[src/rtl/lpm_pkg.sv]
// Shared state and cause encodings for the low-power sequencer.
package lpm_pkg;
    typedef enum logic [2:0] {
        ST_RUN     = 3'd0,
        ST_SLEEP   = 3'd1,
        ST_STANDBY = 3'd2,
        ST_WARMUP  = 3'd3,
        ST_RSTHOLD = 3'd4
    } lpm_state_e;

    localparam int CAUSE_W = 3;
    localparam logic [CAUSE_W-1:0] CAUSE_NONE = 3'd0;
    localparam logic [CAUSE_W-1:0] CAUSE_POR  = 3'd1;
    localparam logic [CAUSE_W-1:0] CAUSE_MRST = 3'd2;
    localparam logic [CAUSE_W-1:0] CAUSE_NMI  = 3'd3;
    localparam logic [CAUSE_W-1:0] CAUSE_DMA  = 3'd4;
    localparam logic [CAUSE_W-1:0] CAUSE_IRQ  = 3'd5;
endpackage

[src/rtl/lpm_nmi_detect.sv]
// NMI front end: synchronizes the pin, detects the selected edge and
// discards edges for BLOCK_CYC clock edges after a low-power entry.
// Assumes the pin is low (or stable) while rst_n is asserted.
module lpm_nmi_detect #(
    parameter int SYNC_STAGES = 2,
    parameter int BLOCK_CYC   = 5
) (
    input  logic clk,
    input  logic rst_n,
    input  logic nmi_pin,
    input  logic rise_sel,
    input  logic block_start,
    output logic nmi_ok
);
    localparam int CW = $clog2(BLOCK_CYC + 1);

    logic [SYNC_STAGES-1:0] sync_q;
    logic                   prev_q;
    logic [CW-1:0]          blk_cnt;
    logic                   cur;
    logic                   edge_seen;

    // Shift the pin through the synchronizer chain and keep the last level.
    always_ff @(posedge clk) begin
        if (!rst_n) begin
            sync_q <= '0;
            prev_q <= 1'b0;
        end else begin
            sync_q <= {sync_q[SYNC_STAGES-2:0], nmi_pin};
            prev_q <= sync_q[SYNC_STAGES-1];
        end
    end

    // Blocking window counter, reloaded on every low-power entry.
    always_ff @(posedge clk) begin
        if (!rst_n)
            blk_cnt <= '0;
        else if (block_start)
            blk_cnt <= CW'(BLOCK_CYC);
        else if (blk_cnt != '0)
            blk_cnt <= blk_cnt - 1'b1;
    end

    // Selected edge, qualified by the closed window.
    always_comb begin
        cur       = sync_q[SYNC_STAGES-1];
        edge_seen = rise_sel ? (cur & ~prev_q) : (~cur & prev_q);
        nmi_ok    = edge_seen && (blk_cnt == '0);
    end

    // right after an entry the window is fully loaded.
    assert_window_loaded_R6: assert property (@(posedge clk) disable iff (!rst_n)
        block_start |=> (blk_cnt == CW'(BLOCK_CYC)));
endmodule

[src/rtl/lpm_wake_arb.sv]
// Ranks wake events that apply in sleep: NMI, then DMA error, then an
// interrupt whose level strictly exceeds the mask. Purely combinational.
module lpm_wake_arb
    import lpm_pkg::*;
#(
    parameter int LVL_W = 4
) (
    input  logic               nmi_ok,
    input  logic               dma_err,
    input  logic               irq_valid,
    input  logic               irq_src_en,
    input  logic [LVL_W-1:0]   irq_level,
    input  logic [LVL_W-1:0]   mask_level,
    output logic               wake,
    output logic [CAUSE_W-1:0] cause
);
    logic irq_accept;

    // Fixed-priority selection of the sleep wake cause.
    always_comb begin
        irq_accept = irq_valid && irq_src_en && (irq_level > mask_level);
        wake  = 1'b1;
        cause = CAUSE_NONE;
        if (nmi_ok)          cause = CAUSE_NMI;
        else if (dma_err)    cause = CAUSE_DMA;
        else if (irq_accept) cause = CAUSE_IRQ;
        else                 wake  = 1'b0;
    end
endmodule

[src/rtl/lpm_seq_fsm.sv]
// Mode sequencer: run, sleep, standby, watchdog warm-up and reset hold.
// Drives the clock enables as decodes of the state register and issues the
// registered exception pulse together with the CPU clock enable rising.
module lpm_seq_fsm
    import lpm_pkg::*;
(
    input  logic               clk,
    input  logic               rst_n,
    input  logic               sleep_strobe,
    input  logic               deep_sel,
    input  logic               por_req,
    input  logic               mrst_req,
    input  logic               nmi_ok,
    input  logic               sleep_wake,
    input  logic [CAUSE_W-1:0] sleep_cause,
    input  logic               wdt_ovf,
    output logic               lp_entry,
    output logic               cpu_clk_en,
    output logic               per_clk_en,
    output logic               per_init_pulse,
    output logic               osc_en,
    output logic               wdt_clk_en,
    output logic               exc_req,
    output logic [CAUSE_W-1:0] exc_cause
);
    lpm_state_e         state, state_nx;
    logic               rst_any;
    logic               fire;
    logic [CAUSE_W-1:0] fire_cause;
    logic [CAUSE_W-1:0] rst_cause_q;

    // Next state and exit event; reset requests override every state.
    always_comb begin
        rst_any    = por_req || mrst_req;
        lp_entry   = (state == ST_RUN) && sleep_strobe && !rst_any;
        state_nx   = state;
        fire       = 1'b0;
        fire_cause = CAUSE_NONE;
        unique case (state)
            ST_RUN:     if (lp_entry) state_nx = deep_sel ? ST_STANDBY : ST_SLEEP;
            ST_SLEEP:   if (sleep_wake) begin
                            state_nx = ST_RUN; fire = 1'b1; fire_cause = sleep_cause;
                        end
            ST_STANDBY: if (nmi_ok) state_nx = ST_WARMUP;
            ST_WARMUP:  if (wdt_ovf) begin
                            state_nx = ST_RUN; fire = 1'b1; fire_cause = CAUSE_NMI;
                        end
            ST_RSTHOLD: if (!rst_any) begin
                            state_nx = ST_RUN; fire = 1'b1; fire_cause = rst_cause_q;
                        end
            default:    state_nx = ST_RUN;
        endcase
        if (rst_any) begin
            state_nx   = ST_RSTHOLD;
            fire       = 1'b0;
            fire_cause = CAUSE_NONE;
        end
    end

    // State register.
    always_ff @(posedge clk) begin
        if (!rst_n) state <= ST_RUN;
        else        state <= state_nx;
    end

    // Reset cause capture; power-on is sticky over manual within a hold.
    always_ff @(posedge clk) begin
        if (!rst_n)
            rst_cause_q <= CAUSE_NONE;
        else if (rst_any) begin
            if (state != ST_RSTHOLD) rst_cause_q <= por_req ? CAUSE_POR : CAUSE_MRST;
            else if (por_req)        rst_cause_q <= CAUSE_POR;
        end
    end

    // Registered exception pulse and peripheral initialization pulse.
    always_ff @(posedge clk) begin
        if (!rst_n) begin
            exc_req        <= 1'b0;
            exc_cause      <= CAUSE_NONE;
            per_init_pulse <= 1'b0;
        end else begin
            exc_req        <= fire;
            exc_cause      <= fire ? fire_cause : CAUSE_NONE;
            per_init_pulse <= (state_nx == ST_STANDBY) && (state == ST_RUN);
        end
    end

    // Clock enables decoded from the state.
    always_comb begin
        cpu_clk_en = (state == ST_RUN);
        per_clk_en = (state == ST_RUN) || (state == ST_SLEEP) || (state == ST_RSTHOLD);
        osc_en     = (state != ST_STANDBY);
        wdt_clk_en = (state != ST_STANDBY);
    end

    // the exception pulse coincides with the CPU clock enable rising.
    assert_exc_on_cpu_rise_R10: assert property (@(posedge clk) disable iff (!rst_n)
        exc_req |-> (cpu_clk_en && !$past(cpu_clk_en)));
    // the pulse lasts one cycle.
    assert_exc_single_R10: assert property (@(posedge clk) disable iff (!rst_n)
        exc_req |=> !exc_req);
    // no cause without a request.
    assert_cause_idle_R10: assert property (@(posedge clk) disable iff (!rst_n)
        !exc_req |-> (exc_cause == CAUSE_NONE));
    // the initialization pulse lasts one cycle.
    assert_init_pulse_R2: assert property (@(posedge clk) disable iff (!rst_n)
        per_init_pulse |=> !per_init_pulse);
    // in standby only an NMI edge or a reset moves the state.
    assert_standby_holds_R4: assert property (@(posedge clk) disable iff (!rst_n)
        (state == ST_STANDBY && !nmi_ok && !rst_any) |=> (state == ST_STANDBY));
    // no NMI edge is accepted right after entry.
    assert_entry_blocks_nmi_R6: assert property (@(posedge clk) disable iff (!rst_n)
        lp_entry |=> !nmi_ok);
    // watchdog overflow in warm-up releases the core with the NMI cause.
    assert_warmup_exit_R7: assert property (@(posedge clk) disable iff (!rst_n)
        (state == ST_WARMUP && wdt_ovf && !rst_any) |=> (exc_req && exc_cause == CAUSE_NMI));
    // a reset request keeps the CPU clock stopped.
    assert_reset_hold_R8: assert property (@(posedge clk) disable iff (!rst_n)
        rst_any |=> !cpu_clk_en);
endmodule

[src/rtl/lpm_seq_ctrl.sv]
// Top of the low-power sequencer: NMI front end, sleep wake arbiter and the
// mode state machine. The analog oscillator and the register file are outside.
module lpm_seq_ctrl
    import lpm_pkg::*;
#(
    parameter int LVL_W       = 4,
    parameter int SYNC_STAGES = 2,
    parameter int BLOCK_CYC   = 5
) (
    input  logic             clk,
    input  logic             rst_n,
    input  logic             sleep_strobe,
    input  logic             deep_sel,
    input  logic             irq_valid,
    input  logic             irq_src_en,
    input  logic [LVL_W-1:0] irq_level,
    input  logic [LVL_W-1:0] mask_level,
    input  logic             dma_addr_err,
    input  logic             nmi_pin,
    input  logic             nmi_rise_sel,
    input  logic             por_req,
    input  logic             mrst_req,
    input  logic             wdt_ovf,
    output logic             cpu_clk_en,
    output logic             per_clk_en,
    output logic             per_init_pulse,
    output logic             osc_en,
    output logic             wdt_clk_en,
    output logic             exc_req,
    output logic [2:0]       exc_cause
);
    logic               nmi_ok;
    logic               lp_entry;
    logic               sleep_wake;
    logic [CAUSE_W-1:0] sleep_cause;

    lpm_nmi_detect #(.SYNC_STAGES(SYNC_STAGES), .BLOCK_CYC(BLOCK_CYC)) u_nmi (
        .clk(clk), .rst_n(rst_n), .nmi_pin(nmi_pin), .rise_sel(nmi_rise_sel),
        .block_start(lp_entry), .nmi_ok(nmi_ok)
    );

    lpm_wake_arb #(.LVL_W(LVL_W)) u_arb (
        .nmi_ok(nmi_ok), .dma_err(dma_addr_err), .irq_valid(irq_valid),
        .irq_src_en(irq_src_en), .irq_level(irq_level), .mask_level(mask_level),
        .wake(sleep_wake), .cause(sleep_cause)
    );

    lpm_seq_fsm u_fsm (
        .clk(clk), .rst_n(rst_n), .sleep_strobe(sleep_strobe), .deep_sel(deep_sel),
        .por_req(por_req), .mrst_req(mrst_req), .nmi_ok(nmi_ok),
        .sleep_wake(sleep_wake), .sleep_cause(sleep_cause), .wdt_ovf(wdt_ovf),
        .lp_entry(lp_entry), .cpu_clk_en(cpu_clk_en), .per_clk_en(per_clk_en),
        .per_init_pulse(per_init_pulse), .osc_en(osc_en), .wdt_clk_en(wdt_clk_en),
        .exc_req(exc_req), .exc_cause(exc_cause)
    );
endmodule

[config.mk]
export PLATFORM = sky130hd
export DESIGN_NAME = lpm_seq_ctrl
export DESIGN_NICKNAME = d
export VERILOG_FILES = /design/src/rtl/lpm_pkg.sv /design/src/rtl/lpm_nmi_detect.sv /design/src/rtl/lpm_wake_arb.sv /design/src/rtl/lpm_seq_fsm.sv /design/src/rtl/lpm_seq_ctrl.sv
export SDC_FILE = /design/constraint.sdc
export NUM_CORES = 1
export LEC_CHECK = 0
export ABC_AREA = 1
export BUFFER_PORTS_ARGS = -buffer_cell sky130_fd_sc_hd__buf_2
export CAP_MARGIN = 20
export CORE_MARGIN = 2
export CORE_UTILIZATION = 30
export CTS_CLUSTER_DIAMETER = 200
export CTS_CLUSTER_SIZE = 40
export DETAILED_ROUTE_END_ITERATION = 7
export HOLD_SLACK_MARGIN = 0.1
export PLACE_DENSITY = 0.64
export SETUP_SLACK_MARGIN = 0.15
export SYNTH_ARGS = -nofsm -noshare
export SYNTH_HDL_FRONTEND = slang
export SYNTH_SLANG_ARGS = --single-unit
[constraint.sdc]
create_clock -name clk -period 2.85 [get_ports clk]
set_input_delay 0.57 -clock clk [delete_from_list [all_inputs] [get_ports clk]]
set_output_delay 0.57 -clock clk [all_outputs]
set_load 0.01 [all_outputs]
==> results of run 1 <==
## power by group
part | switching [W] | total [W] | internal (W)
Combinational | 0.0000863 | 0.000148 | 0.0000617
Sequential | 0.0000121 | 0.000255 | 0.000243
Clock | 0.0000742 | 0.000152 | 0.0000779
## metal layers
metal  wire [um]  GRT usage  up-vias
met5           0          0        -
met4          21     0.0498        0
met3         130     0.0330        4
met2         826      0.204       28
met1         764      0.113      339
li1            -          -      445
## logic make-up after synthesis
kind of cell | count (synthesis)
AO/OA/AOI/OAI | 13
buffers and inverters | 32
AND/OR/NAND/NOR | 56
adder cells (fa/ha/maj) | 7
flip-flops | 16
XOR/XNOR | 1
## final cells by class
class	instances	area share
Clock buffer	4	0.0330
Inverter	31	0.106
Multi-Input combinational cell	77	0.407
Sequential cell	16	0.291
Tap cell	31	0.0353
Timing Repair Buffer	28	0.127
## tightest hold or removal path, cell delays in order (launching register included)
cell	delay, ns
dfxtp_1	0.31
nand2_1	0.05
inv_1	0.04
## registers in the layout, indices dropped and copies added, names as in the netlist
register and cells:
u_fsm.per_init_pulse 1, u_nmi.prev_q 1, u_nmi.blk_cnt 3, u_fsm.exc_cause 3, u_fsm.state 3, u_fsm.exc_req 1
u_fsm.rst_cause_q 2, u_nmi.sync_q 2
## stage by stage
| step | util | power (W) | setup WS (ns) | instance area [um2] |
|---|---|---|---|---|
| detailed placement | 0.382 | 0.000411 | 1.14 | 1060 |
| global placement | 0.382 | 0.000399 | 1.19 | 1060 |
| finish | 0.395 | 0.000555 | 1.13 | 1100 |
| global route | 0.395 | 0.000596 | 1.07 | 1100 |
| floorplan | - | 0.000365 | 1.32 | 892 |
| CTS | 0.395 | 0.000565 | 1.12 | 1100 |
## Yosys cell counts (all sizes together)
cell type	count	share of area
a211oi	2	0.022
nor3	1	0.0056
o21ai	3	0.017
inv	31	0.13
nor2	16	0.087
nand3	8	0.056
ha	7	0.098
a21oi	5	0.028
o211ai	1	0.0084
nand2	30	0.15
dfxtp	16	0.36
nand4	1	0.0070
buf	1	0.0084
xor2	1	0.0098
a31oi	2	0.014
## worst min path at each step
stage,endpoint,slack [ns],depth (start not counted)
after floorplan,u_nmi.sync_q[1],0.39,2
after global placement,u_nmi.sync_q[1],0.40,2
after detailed placement,u_nmi.sync_q[1],0.41,2
after CTS,u_nmi.sync_q[1],0.43,2
after global routing,u_fsm.rst_cause_q[1],0.45,2
final,u_nmi.sync_q[1],0.43,2
==> summary.txt, run 1 <==
Setup-failing EPs final - 0
# DRC - 0
Most common cell after layout, fill and taps aside - buf_2
Placed insts - 183
Sequential Area - 320 um2
Compound-Gate Fraction of Synth Area - 0.0898
HP Start - u_nmi.sync_q[0]
H-tree levels - 1
Worst-Skew Late Latency - 0.29 ns
Post-synthesis adder-cell area fraction - 0.0982
Slowest-stage cell, CP - dfxtp_1
Crit Reg-Reg Endpoint - u_fsm.state[0]
Mux cell area share after synthesis - 0
Post-CTS resize count - 0
Gr ovfl total - 0
Hold buffer count at cts - 0
DR vias/cell - 4.36
Least-Margin Pin Slew - 0.265 ns
Worst Path Arrival - 1.15 ns
Synthesis-to-layout area growth - 23.3%
Clock slew at reported path FFs - 0.09 ns
Worst EP required - 2.28 ns
Max stage delay on crit path - 0.44 ns
Max frequency - 0.582 GHz
Final Hold Slack - 0.428 ns
Crit Path Max Fanout - 5
Tcrit/Tclk final - 0.603
Maximum clock path buffer count - 2
Final #Nets - 184
Largest family of logic cells by synthesized area - simple AND/OR/NAND/NOR gates
Sequential-to-total area share from yosys stat - 0.359
Buf+Inv Stages, Crit Path - 2
Synth Instances - 125
Max-cap violation count - 0
Yosys Warn Count - 0
Critical Path Source - u_fsm.state[2]
# diodes - 0
Finished Layout Cells - 187
Port bufs - 28
Power density cells - 505 mW/mm2
Netlist cell types - 23
Number of global-route vias before repair - 740
Post-synthesis simple-gate area fraction - 0.304
Mean Syn Cell Area - 7.14 um2
Peak VDD IR - 391 uV
Total Routing Usage GR - 0.110
First-pass GRT wire length - 2.85 mm
CP Depth - 3
Layout cell share with drive strength beyond 1 - 0.314
Die Y-Extent - 58.5 um
Reg-to-reg slack, setup - 1.48 ns
Fin. Hold Viols - 0
Drt wl/cell - 9.33 um
CP delay by family, top - flip-flops
Gpl congestion - 0.743
Core ar. - 0.00278 mm2
Drt first pass iters - 4
Unrepaired setup endpoints after global routing - false
Post-synthesis xor/xnor area fraction - 0.00982
Number of synthesized register bits - 16
R2R Path Start - u_nmi.blk_cnt[0]
Post-Syn Area - 892 um2
# Post-CTS Setup Buffers - 0
Status - completed
Clock sink count - 16
Setup_tns - 0 ns
Root Driver - clkbuf_4
Crit path to - wdt_clk_en
Area of the multi-input gates - 448 um2
DRT antenna net count - 0
Leakage - 0.576 nW
CTS Buf Count - 3
Critical path class - reg2out
Max-slew headroom - 0.823
Most frequent cells in the layout - buf_2 (28), inv_1 (26), nand2_1 (24)
CTS tree - built
Via count - 816
Initial antenna violation count - 0
Site Rows - 19
Syn Nets - 152
Largest net degree at the start of global routing - 10
Clock Skew - 0.000880 ns
# IOs - 29
Crit end category - primary output
Initial Util - 0.321
R2R depth - 6
Fillers - 299
Crit-path cells - inv_2, nand3_1, buf_2
Period minus WS final - 1.72 ns
Die width - 58.5 um
Critical path startpoint category - register
Hold crit path type - reg2reg
Max Slew Vio Count - 0
Post-DP HPWL - 1.48 mm
Die area - 0.00343 mm2
Detailed Route WL - 1.74 mm
Starting DRT DRC Count - 13
(Power assumes the default switching activity.)
==> inputs of run 2 (changes only) <==
- PLACE_DENSITY: 0.64 -> 0.66
- clock period: 2.85 -> 1.45 ns (I/O delays scaled with it)
==> run 2 against run 1 <==
Clock skew is 0.0031 ns higher. Clock power is 89% higher. Sequential cell count stayed put.
==> summary.txt, run 2 (same netlist as run 1, synthesis figures left out) <==
Status - completed
Hold crit path type - in2reg
Area of the multi-input gates - 528 um2 (+18%)
Clock sink count - 16 (unchanged)
CTS Buf Count - 3 (unchanged)
Comb pwr share - 0.366 (+0.100)
Port bufs - 28 (unchanged)
Root Driver - clkbuf_4
Reg power frac - 0.406 (-0.054)
Core ar. - 0.00278 mm2 (unchanged)
Drt wl/cell - 10.1 um (+8.8%)
Tcrit/Tclk final - 0.881
Worst Path Arrival - 0.99 ns (-0.16 ns)
Cell Int Power - 0.000853 W (+120%)
P_sw - 0.000404 W (+130%)
Most frequent cells in the layout - buf_2 (25), inv_1 (23), nand2_1 (23)
Most common cell after layout, fill and taps aside - buf_2
Crit Path Max Fanout - 4 (-1)
CTS tree - built
R2R depth - 6 (unchanged)
Clock slew at reported path FFs - 0.09 ns (about the same)
Crit-path cells - inv_4, nand2_4, nor2_4, buf_6
Largest net degree at the start of global routing - 10 (unchanged)
Leakage - 0.642 nW (+11%)
Detailed Route WL - 1.99 mm (+14%)
Crit Reg-Reg Endpoint - u_nmi.blk_cnt[0]
Maximum clock path buffer count - 2 (unchanged)
Starting DRT DRC Count - 21 (+8)
Setup_tns - 0 ns (unchanged)
Initial antenna violation count - 0 (unchanged)
Total Routing Usage GR - 0.115 (+0.00519)
Critical path class - reg2out
Crit end category - primary output
Synthesis-to-layout area growth - 44.2%
Setup-failing EPs final - 0 (unchanged)
Worst EP required - 1.16 ns (-1.12 ns)
Clock share of power - 0.228 (-0.046)
Reg-to-reg slack, setup - 0.20 ns (-1.28 ns)
DRT antenna net count - 0 (unchanged)
Max Slew Vio Count - 0 (unchanged)
Max-slew headroom - 0.792 (-0.0311)
Post-DP HPWL - 1.46 mm (-1.3%)
Hold buffer count at cts - 0 (unchanged)
Max frequency - 0.783 GHz
Die area - 0.00343 mm2 (unchanged)
H-tree levels - 1 (unchanged)
Initial Util - 0.321 (unchanged)
First-pass GRT wire length - 3.07 mm (+7.8%)
Fin. Hold Viols - 0 (unchanged)
# IOs - 29 (unchanged)
Site Rows - 19 (unchanged)
R2R Path Start - u_nmi.blk_cnt[0]
Number of global-route vias before repair - 794 (+7.3%)
Max-cap violation count - 0 (unchanged)
Die Y-Extent - 58.5 um (unchanged)
Max stage delay on crit path - 0.39 ns (-0.05 ns)
Fillers - 273 (-8.7%)
Gr ovfl total - 0 (unchanged)
Unrepaired setup endpoints after global routing - true
Peak VDD IR - 739 uV (+89%)
Final #Nets - 193 (+4.9%)
# diodes - 0 (unchanged)
Die width - 58.5 um (unchanged)
Sequential Area - 333 um2 (+3.9%)
Hold Crit Endpoint - u_nmi.sync_q[0]
Least-Margin Pin Slew - 0.311 ns (+0.0465 ns)
Period minus WS final - 1.28 ns
Tot Pwr - 0.00126 W (+130%)
DR vias/cell - 4.36 (about the same)
# DRC - 0 (unchanged)
Gpl congestion - 0.765 (+2.9%)
Hold path depth - 3 (+1)
Clock Skew - 0.00397 ns (+0.00309 ns)
Slowest-stage cell, CP - dfxtp_4
Worst-Skew Late Latency - 0.28 ns (about the same)
Layout cell share with drive strength beyond 1 - 0.448 (+0.134)
Via count - 855 (+4.8%)
Critical path startpoint category - register
Sw frac - 0.321 (+0.0107)
HP Start - nmi_pin
Drt first pass iters - 4 (unchanged)
Regs by FF count - u_fsm.exc_cause: 3 flops, u_fsm.state: 3 flops, u_nmi.blk_cnt: 3 flops
Power density cells - 977 mW/mm2 (+93%)
## run 2: changes by cell type in the layout (fill, tap and decap cells not counted), moves of 3 or more
cell     previous run  this run
buf_2              28        25
buf_4               0         9
buf_6               0         3
dfxtp_1            16        12
dfxtp_4             0         3
inv_1              26        23
inv_4               0         3
## run 2: area by class of cell
class / instances / share of cell area
multi-input cells: 77 / 0.411
flip-flops and latches: 16 / 0.259
repair buffers: 37 / 0.176
inverters: 31 / 0.0963
well taps: 31 / 0.0302
clock buffers: 4 / 0.0282
## run 2: worst max path at each step
stage	startpoint	to	depth (start not counted)
after floorplan	mask_level[3]	u_fsm.exc_cause[0]	12
after global placement	irq_level[3]	u_fsm.exc_cause[0]	12
after detailed placement	irq_level[3]	u_fsm.exc_cause[2]	12
after CTS	u_fsm.state[2]	osc_en	3
after global routing	u_fsm.state[1]	cpu_clk_en	4
final	u_fsm.state[1]	cpu_clk_en	4
## run 2: routing by layer
layer / global-route usage / vias to the layer above / share of wire
met4: 0.0498 / 0 / 0.0040
met2: 0.220 / 23 / 0.52
met5: 0 / - / 0
li1: - / 459 / -
met3: 0.0198 / 2 / 0.070
met1: 0.123 / 371 / 0.41
## run 2: power groups by stage
stage          Clock [W]  Sequential [W]  Combinational, W
3_3_place_gp           0        0.000508          0.000274
2_1_floorplan          0        0.000507          0.000211
3_5_place_dp           0        0.000510          0.000295
6_report        0.000287        0.000510          0.000460
5_1_grt         0.000319        0.000514          0.000523
4_1_cts         0.000301        0.000496          0.000340
## run 2: stage by stage
stage	area [um2]	hold WS, ns	utilization	std cells	setup WS (ns)
after global placement	1060	0.401	0.382	183	0.0721
after detailed placement	1060	0.405	0.382	183	0.0115
final	1290	0.184	0.462	196	0.173
after CTS	1180	0.174	0.425	191	0.148
after floorplan	892	0.368	-	125	0.200
after global routing	1290	0.179	0.462	196	0.117
## run 2: critical path, delay by kind of cell, from the launching register on
family / cells / cell delay [ns]
and+or+nand+nor: 2 / 0.15
DFF: 1 / 0.39
buffers and inverters: 2 / 0.18
## run 2: timing repair
action	CTS	global route
pin swaps	1	10
endpoints found under the setup margin	10	11
resized for setup	16	15
buffers inserted	4	5
